==> src/rtl/modem_status_pkg.sv <==
package modem_status_pkg;
  localparam int NUM_LINES = 4;
  localparam int STAT_W    = 8;
  localparam int CTL_W     = 5;

  // control bit positions
  localparam int CTL_DTR  = 0;
  localparam int CTL_RTS  = 1;
  localparam int CTL_GP1  = 2;
  localparam int CTL_GP2  = 3;
  localparam int CTL_LOOP = 4;

  // change nibble bit positions
  localparam int CHG_CTS  = 0;
  localparam int CHG_DSR  = 1;
  localparam int CHG_RING = 2;
  localparam int CHG_DCD  = 3;

  typedef struct packed {
    logic dcd;
    logic ri;
    logic dsr;
    logic cts;
  } lines_t;

  localparam lines_t LINES_RESET = '{dcd: 1'b1, ri: 1'b0, dsr: 1'b1, cts: 1'b1};
endpackage

==> src/rtl/ms_sync.sv <==
module ms_sync #(
  parameter int            WIDTH  = 4,
  parameter int            STAGES = 2,
  parameter logic [WIDTH-1:0] RST_VAL = '0
) (
  input  logic             clk,
  input  logic             rst_n,
  input  logic [WIDTH-1:0] d_i,
  output logic [WIDTH-1:0] q_o
);
  logic [WIDTH-1:0] stg [STAGES];

  for (genvar s = 0; s < STAGES; s++) begin : g_stage
    always_ff @(posedge clk) begin
      if (!rst_n) stg[s] <= RST_VAL;
      else if (s == 0) stg[s] <= d_i;
      else stg[s] <= stg[(s == 0) ? 0 : s-1];
    end
  end

  assign q_o = stg[STAGES-1];
endmodule

==> src/rtl/ms_track.sv <==
module ms_track
  import modem_status_pkg::*;
(
  input  logic       clk,
  input  logic       rst_n,
  input  lines_t     sync_i,
  input  logic       sample_i,
  input  logic       clr_i,
  output lines_t     lvl_o,
  output logic [3:0] chg_o,
  output logic       evt_o
);
  lines_t     lvl_q;
  logic [3:0] chg_q;
  logic       evt_q;
  logic [3:0] diff;
  logic [3:0] fresh;

  always_comb begin
    diff            = sync_i ^ lvl_q;
    fresh           = '0;
    fresh[CHG_DCD]  = diff[3];
    fresh[CHG_RING] = lvl_q.ri & ~sync_i.ri;
    fresh[CHG_DSR]  = diff[1];
    fresh[CHG_CTS]  = diff[0];
  end

  always_ff @(posedge clk) begin
    if (!rst_n) begin
      lvl_q <= LINES_RESET;
      chg_q <= '0;
      evt_q <= 1'b0;
    end else begin
      evt_q <= sample_i && (diff != '0);
      if (sample_i) lvl_q <= sync_i;
      chg_q <= (clr_i ? 4'b0000 : chg_q) | (sample_i ? fresh : 4'b0000);
    end
  end

  assign lvl_o = lvl_q;
  assign chg_o = chg_q;
  assign evt_o = evt_q;
endmodule

==> src/rtl/ms_view.sv <==
module ms_view
  import modem_status_pkg::*;
(
  input  logic [CTL_W-1:0]  ctl_i,
  input  lines_t            lvl_i,
  input  logic [3:0]        chg_i,
  output logic [STAT_W-1:0] stat_o
);
  always_comb begin
    if (ctl_i[CTL_LOOP])
      stat_o = {ctl_i[CTL_GP2], ctl_i[CTL_GP1], ctl_i[CTL_DTR], ctl_i[CTL_RTS], 4'b0000};
    else
      stat_o = {lvl_i, chg_i};
  end
endmodule

==> src/rtl/modem_status.sv <==
module modem_status
  import modem_status_pkg::*;
#(
  parameter int SYNC_STAGES = 2
) (
  input  logic              clk,
  input  logic              rst_n,
  input  logic              line_dcd_i,
  input  logic              line_ri_i,
  input  logic              line_dsr_i,
  input  logic              line_cts_i,
  input  logic              sample_i,
  input  logic              rd_i,
  input  logic [CTL_W-1:0]  ctl_i,
  output logic [STAT_W-1:0] status_o,
  output logic              change_evt_o
);
  lines_t     raw;
  lines_t     synced;
  lines_t     lvl;
  logic [3:0] chg;
  logic       clr;

  assign raw = '{dcd: line_dcd_i, ri: line_ri_i, dsr: line_dsr_i, cts: line_cts_i};
  assign clr = rd_i & ~ctl_i[CTL_LOOP];

  ms_sync #(.WIDTH(NUM_LINES), .STAGES(SYNC_STAGES), .RST_VAL(LINES_RESET)) u_sync (
    .clk(clk), .rst_n(rst_n), .d_i(raw), .q_o(synced)
  );

  ms_track u_track (
    .clk(clk), .rst_n(rst_n), .sync_i(synced), .sample_i(sample_i),
    .clr_i(clr), .lvl_o(lvl), .chg_o(chg), .evt_o(change_evt_o)
  );

  ms_view u_view (
    .ctl_i(ctl_i), .lvl_i(lvl), .chg_i(chg), .stat_o(status_o)
  );
endmodule

==> config.mk <==
export PLATFORM = sky130hd
export DESIGN_NAME = modem_status
export DESIGN_NICKNAME = d
export VERILOG_FILES = /design/src/rtl/modem_status_pkg.sv /design/src/rtl/ms_sync.sv /design/src/rtl/ms_track.sv /design/src/rtl/ms_view.sv /design/src/rtl/modem_status.sv
export SDC_FILE = /design/constraint.sdc
export NUM_CORES = 1
export LEC_CHECK = 0
export ABC_AREA = 1
export BUFFER_PORTS_ARGS = -buffer_cell sky130_fd_sc_hd__buf_2
export CORE_UTILIZATION = 45
export CTS_CLUSTER_SIZE = 24
export DETAILED_ROUTE_END_ITERATION = 8
export GPL_ROUTABILITY_DRIVEN = 0
export PLACE_DENSITY_LB_ADDON = 0.1
export SETUP_SLACK_MARGIN = 0.1
export SLEW_MARGIN = 20
export SYNTH_ARGS = -nofsm -noshare
export SYNTH_HDL_FRONTEND = slang
export SYNTH_SLANG_ARGS = --single-unit
==> constraint.sdc <==
create_clock -name clk -period 2.3 [get_ports clk]
set_clock_uncertainty 0.05 [all_clocks]
set_input_delay 0.23 -clock clk [delete_from_list [all_inputs] [get_ports clk]]
set_output_delay 0.23 -clock clk [all_outputs]
set_load 0.01 [all_outputs]
==> metrics.log, run 1 <==
INFO  metric synth.top_cell.area_share = 50.8%
INFO  metric dp_hpwl = 819 µm
INFO  metric run_status = finished clean
INFO  metric post_route_cells_drive_above_1_share = about a quarter
INFO  metric final-setup-viol-count = 0
INFO  metric grt_util_met3 = ~3.3%
INFO  metric grt.total_usage = 15.3%
INFO  metric clk_latency = between 0.2 and 0.3 ns
INFO  metric rsz_0062_raised_after_global_routing = no
INFO  metric ys_ff_latch = 17
INFO  metric wire_length_of_the_first_global_routing_pass = approximately 1600 µm
INFO  metric synth_top_cells_by_area = sky130_fd_sc_hd__dfxtp_1 (51%), sky130_fd_sc_hd__nand2_1 (12%), sky130_fd_sc_hd__inv_1 (7.9%)
INFO  metric timing.final.crit_share = between 50% and 60%
INFO  metric ios = 22
INFO  metric maxSlewViolCount = 0
INFO  metric portBuffers = 21
INFO  metric placement_rows = 13
INFO  metric leakagePower = 0.441 nW
INFO  metric timing.fmax = 808 MHz
INFO  metric hold_viol = 0
INFO  metric multi_input_area = 251 µm²
INFO  metric synth_enable_flop_cells = 0
INFO  metric crit_chain = inv_1, o21ai_0, buf_2
INFO  metric synth_commonest_cells = sky130_fd_sc_hd__nand2_1 (22), sky130_fd_sc_hd__dfxtp_1 (17), sky130_fd_sc_hd__inv_1 (14), sky130_fd_sc_hd__o21ai_0 (9), sky130_fd_sc_hd__nor2_1 (7)
INFO  metric via_per_inst = 4.53
INFO  metric async_flop_share = 0%
INFO  metric critical-path-slowest-cell = sky130_fd_sc_hd__dfxtp_1
INFO  metric holdBufCountCts = 0
INFO  metric timing.critical_path.slowest_cell_delay = 0.34 ns
INFO  metric worstPathArrival = between 0.9 and 1 ns
INFO  metric post-route-drc-count = 0
INFO  metric synthFlopType = sky130_fd_sc_hd__dfxtp_1
INFO  metric synth_area = 669 µm²
INFO  metric r2r_setup_slack = about 1.3 ns
INFO  metric cts_setup_buffers = 0
INFO  metric number_of_levels_the_h_tree_was_split_into = 1
INFO  metric fp.dieArea = between 0.0015 and 0.002 mm²
INFO  metric grt_antenna_before_repair = 0
INFO  metric post_synth_num_cell_types = 14
INFO  metric timing.setup.tns = 0 ns
INFO  metric ctsLongestPathBuffers = 2
INFO  metric final_antenna_net_count = 0
INFO  metric wirelength = 1070 µm
INFO  metric chipWidth = between 40 and 50 µm
INFO  metric min_period = 1.24 ns
INFO  metric tritoncts = built
INFO  metric slew_headroom = 89.3%
INFO  metric cp-start-kind = flop
INFO  metric via_count_of_the_first_global_routing_pass = around 400
INFO  metric clock_sinks = 17
INFO  metric gr-usage-met1 = between 15 and 20%
INFO  metric synth_sequential_area_ratio = between 50% and 60%
INFO  metric synthesized_netlist_net_count = 103
INFO  metric cts_made_buffers = 3
INFO  metric area.sequential = about 340 µm²
INFO  metric clk_transition_reported_paths = 0.09 ns
INFO  metric crit_type = reg -> out
INFO  metric clock-root-buffer = sky130_fd_sc_hd__clkbuf_4
INFO  metric nets = 126
INFO  metric timing.hold.worst.class = in -> reg
INFO  metric cp.required = 2.02 ns
INFO  metric drt_iter0_markers = 5
INFO  metric antennaDiodeCount = 0
INFO  metric netlist_instances = 89
INFO  metric pin_count_of_the_biggest_net_entering_global_routing = 13
INFO  metric num-fill-cells = 137
INFO  metric mean_instance_size_in_the_synthesized_netlist = between 7 and 8 µm²
INFO  metric critPathCaptureType = output pin
INFO  metric post-synth-top-count-cell = sky130_fd_sc_hd__nand2_1
INFO  metric vdd_ir_drop_max = 0.355 mV
INFO  metric hold-worst-slack = roughly 0.070 ns
INFO  metric initial_cell_density_of_the_core = 49.6%
INFO  metric worst_pin_slew = 0.159 ns
INFO  metric routed-via-count = 571
INFO  metric cts_resized = 0
INFO  metric powerDensity = between 600 and 700 mW/mm²
INFO  metric globalRoute.busiestLayer = met2
INFO  metric gr-total-overflow = 0
INFO  metric postLayoutCoreUtil = about 59%
INFO  metric die-height = 40.6 µm
INFO  metric area_delta_synth_final = 19.3%
INFO  metric synth.yosys.warnings = 0
INFO  metric wire_per_inst = 8.45 µm
INFO  metric globalRouteMet2Util = 25.4%
INFO  metric synth_area_leader_cell = sky130_fd_sc_hd__dfxtp_1
INFO  metric worst-path-max-fanout = 3
INFO  metric cap_viol_max_count = 0
INFO  metric count_of_tritonroute_iterations_in_the_first_routing_pass = 4
INFO  metric core_area = 0.00135 mm²
-- flip-flops by register name (all words and copies together), names as in the netlist --
name	flops
u_track.chg_o	4
u_track.lvl_o	4
u_sync.stg	8
u_track.evt_o	1
-- logic make-up after synthesis --
family / Yosys count / share of synthesized area, %
simple gates: 38 / 24.1
buf+inv: 18 / 11.6
flops: 17 / 50.8
compound gates: 15 / 11.6
fa+ha+maj: 1 / 1.87
-- cell usage in the layout, fill, tap and decap left out --
cell and instances:
sky130_fd_sc_hd__a21oi_1 5, sky130_fd_sc_hd__inv_2 1, sky130_fd_sc_hd__inv_1 14, sky130_fd_sc_hd__buf_2 21, sky130_fd_sc_hd__nand2_1 22, sky130_fd_sc_hd__or2_1 5
sky130_fd_sc_hd__nor2_1 7, sky130_fd_sc_hd__or2_2 1, sky130_fd_sc_hd__o21ai_0 9, sky130_fd_sc_hd__dfxtp_1 17, sky130_fd_sc_hd__clkbuf_4 3, sky130_fd_sc_hd__a22oi_1 1
sky130_fd_sc_hd__clkbuf_1 1, sky130_fd_sc_hd__nand3_1 3, sky130_fd_sc_hd__ha_1 1
-- final timing paths --
kind                          from  cells past startpoint          endpoint
setup / recovery  u_track.lvl_o[1]                      3       status_o[5]
hold / removal           line_ri_i                      3  u_sync.stg[0][2]
setup reg to reg  u_sync.stg[1][2]                      5     u_track.evt_o
hold reg to reg   u_sync.stg[0][3]                      1  u_sync.stg[1][3]
-- critical path, delay by kind of cell, from the launching register on --
family,cells,cell delay (ns)
AOI/OAI and AO/OA,1,0.13
buffers and inverters,2,0.21
DFF,1,0.34
-- cell type report --
type | count | share of cell area (%)
Sequential cell | 17 | 42.6
Multi-Input combinational cell | 54 | 31.5
Timing Repair Buffer | 21 | 13.2
Inverter | 15 | 7.05
Clock buffer | 4 | 3.29
Tap cell | 15 | 2.35
-- metal layers --
| metal | share of wire (%) | up-vias |
|---|---|---|
| met5 | 0 | - |
| met1 | 49 | 231 |
| met2 | 43 | 21 |
| met4 | 2.5 | 0 |
| met3 | 5.7 | 4 |
| li1 | - | 315 |
-- power by group --
group,internal [mW],switching (mW),leakage (nW)
logic,0.0289,0.0367,0.286
registers,0.310,0.00650,0.140
clock network,0.0674,0.0846,0.0150
total,0.406,0.128,0.441
-- metrics by stage --
stage	power (mW)	cells	area [µm²]	worst slack, ns
final	0.534	126	798	1.06
after floorplan	0.366	89	669	1.34
after detailed placement	0.390	122	772	1.30
after global placement	0.388	122	772	1.32
after CTS	0.543	126	798	1.04
after global routing	0.572	126	798	0.929
No activity file was read; power rests on OpenSTA's default activity.
==> run 2, diff against run 1 <==
--- a/config.mk
+++ b/config.mk
@@ -7,7 +7,7 @@
 export LEC_CHECK = 0
 export ABC_AREA = 1
 export BUFFER_PORTS_ARGS = -buffer_cell sky130_fd_sc_hd__buf_2
-export CORE_UTILIZATION = 45
+export CORE_UTILIZATION = 42
 export CTS_CLUSTER_SIZE = 24
 export DETAILED_ROUTE_END_ITERATION = 8
 export GPL_ROUTABILITY_DRIVEN = 0
==> constraint.sdc (replaced) <==
create_clock -name clk -period 1.1 [get_ports clk]
set_clock_uncertainty 0.05 [all_clocks]
set_input_delay 0.11 -clock clk [delete_from_list [all_inputs] [get_ports clk]]
set_output_delay 0.11 -clock clk [all_outputs]
set_load 0.01 [all_outputs]
==> metrics.log, run 2 (synthesis results as in run 1) <==
INFO  metric run_status = finished clean
INFO  metric number_of_levels_the_h_tree_was_split_into = 1 (unchanged)
INFO  metric hold_viol = 0 (unchanged)
INFO  metric clk_latency = 0.28 ns (about the same)
INFO  metric area_delta_synth_final = 32.3%
INFO  metric wirelength = 1180 µm (+11%)
INFO  metric min_period = 1.06 ns
INFO  metric count_of_tritonroute_iterations_in_the_first_routing_pass = 3 (-1)
INFO  metric routed-via-count = 588 (+3.0%)
INFO  metric wire_per_inst = 8.75 µm (+3.5%)
INFO  metric final_antenna_net_count = 0 (unchanged)
INFO  metric slew_headroom = 87.9% (-1.4 points)
INFO  metric dp_slack = 0.122 ns (-1.18 ns)
INFO  metric area.sequential = 352 µm² (+3.3%)
INFO  metric timing.setup.tns = 0 ns (unchanged)
INFO  metric largest_register_ff_count = 8 (unchanged)
INFO  metric grt_antenna_before_repair = 0 (unchanged)
INFO  metric maxSlewViolCount = 0 (unchanged)
INFO  metric tritoncts = built
INFO  metric drt_iter0_markers = 3 (-2)
INFO  metric cap_viol_max_count = 0 (unchanged)
INFO  metric ios = 22 (unchanged)
INFO  metric num-fill-cells = 146 (+6.6%)
INFO  metric cp.required = 0.94 ns (-1.08 ns)
INFO  metric placed_cells = 123 (+0.82%)
INFO  metric leakagePower = 0.475 nW (+7.5%)
INFO  metric gr-total-overflow = 0 (unchanged)
INFO  metric worst_pin_slew = 0.181 ns (+0.0220 ns)
INFO  metric hold-worst-slack = 0.0375 ns (-0.0328 ns)
INFO  metric dp_hpwl = 818 µm (-0.15%)
INFO  metric wire_length_of_the_first_global_routing_pass = 2130 µm (+36%)
INFO  metric chipWidth = 41.9 µm (+3.3%)
INFO  metric ctsLongestPathBuffers = 2 (unchanged)
INFO  metric timing.hold.worst.class = in -> reg
INFO  metric stdcell_count = 135 (+7.1%)
INFO  metric placement_rows = 14 (+1)
INFO  metric grt.total_usage = 15.7% (+0.39 points)
INFO  metric pin_count_of_the_biggest_net_entering_global_routing = 13 (unchanged)
INFO  metric clk_transition_reported_paths = 0.09 ns (about the same)
INFO  metric die-height = 41.9 µm (+3.3%)
INFO  metric vdd_ir_drop_max = 0.786 mV (+120%)
INFO  metric timing.fmax = 940 MHz
INFO  metric multi_input_area = 256 µm² (+2.0%)
INFO  metric antennaDiodeCount = 0 (unchanged)
INFO  metric post-route-drc-count = 0 (unchanged)
INFO  metric cp-start-kind = flop
INFO  metric setup_slack = 0.0363 ns (-1.03 ns)
INFO  metric cts_made_buffers = 3 (unchanged)
INFO  metric crit_type = reg -> out
INFO  metric layout_common_cells = sky130_fd_sc_hd__buf_2 (21), sky130_fd_sc_hd__nand2_1 (20), sky130_fd_sc_hd__inv_2 (9), sky130_fd_sc_hd__dfxtp_2 (9), sky130_fd_sc_hd__dfxtp_1 (8)
INFO  metric core_area = 0.00149 mm² (+10%)
INFO  metric worst-path-max-fanout = 2 (-1)
INFO  metric mostFrequentLayoutCell = sky130_fd_sc_hd__buf_2
INFO  metric final-setup-viol-count = 0 (unchanged)
INFO  metric portBuffers = 21 (unchanged)
INFO  metric fp.dieArea = 0.00176 mm² (+6.8%)
INFO  metric largest-register = u_sync.stg
INFO  metric nets = 134 (+6.3%)
INFO  metric clock_sinks = 17 (unchanged)
INFO  metric worstPathArrival = 0.90 ns (-0.06 ns)
INFO  metric powerDensity = 1310 mW/mm² (+96%)
INFO  metric rsz_0062_raised_after_global_routing = yes
INFO  metric via_per_inst = 4.36 (-3.9%)
INFO  metric clock-root-buffer = sky130_fd_sc_hd__clkbuf_4
INFO  metric critPathCaptureType = output pin
INFO  metric via_count_of_the_first_global_routing_pass = 530 (+34%)
INFO  metric timing.final.crit_share = between 90 and 100%
INFO  metric initial_cell_density_of_the_core = 45.0% (-4.6 points)
INFO  metric post_route_cells_drive_above_1_share = 41.2% (+18 points)
-- run 2: cell types whose count changed in the layout (fill, tap and decap cells not counted), sizes merged --
cell | before | now
dlygate4sd3 | 0 | 4
buf | 21 | 25
-- run 2: final timing paths --
check                    from               end  slack, ns  cells past startpoint
max reg2reg  u_sync.stg[1][2]     u_track.evt_o       0.14                      5
min reg2reg  u_sync.stg[0][2]  u_sync.stg[1][2]       0.36                      2
max          u_track.lvl_o[0]       status_o[4]       0.04                      3
min                     rst_n  u_sync.stg[1][2]       0.04                      3
-- run 2: layer usage --
metal	vias to the layer above	global-route usage (%)	share of wire (%)
met5	-	0	0
met4	0	5.81	1.2
met3	2	4.35	6.1
met2	21	24.7	42
met1	235	20.5	50
li1	330	-	-
-- run 2: repair_timing --
item,in CTS,in global routing
setup buffers,3,1
endpoints found under the hold margin,4,0
endpoints found under the setup margin,8,10
gates resized for setup,14,8
pin swaps,4,9
hold buffers,4,0
-- run 2: worst max-delay path: stages, from the launching register on --
cell	delay [ns]
sky130_fd_sc_hd__dfxtp_2	0.34
sky130_fd_sc_hd__inv_2	0.04
sky130_fd_sc_hd__o21ai_1	0.10
sky130_fd_sc_hd__buf_2	0.14
-- run 2: where the power goes --
| part | leakage [nW] | internal [mW] | total (mW) | switching [mW] |
|---|---|---|---|---|
| clock | 0.0150 | 0.141 | 0.326 | 0.185 |
| sequential | 0.142 | 0.652 | 0.668 | 0.0161 |
| combinational | 0.318 | 0.0822 | 0.167 | 0.0843 |
| total | 0.475 | 0.875 | 1.16 | 0.286 |
-- run 2: final cells by class --
cell class / count / area share (%)
well taps: 16 / 2.26
clock buffers: 4 / 2.97
flip-flops and latches: 17 / 39.7
multi-input cells: 54 / 29.0
inverters: 15 / 6.36
repair buffers: 29 / 19.8
-- run 2: per-stage QoR --
stage          total power, mW  utilization (%)  instance area (µm²)
2_1_floorplan            0.764                -                  669
3_3_place_gp             0.813             51.9                  773
3_5_place_dp             0.816             51.9                  773
4_1_cts                   1.16             58.6                  872
5_1_grt                   1.24             59.5                  886
6_report                  1.16             59.5                  886
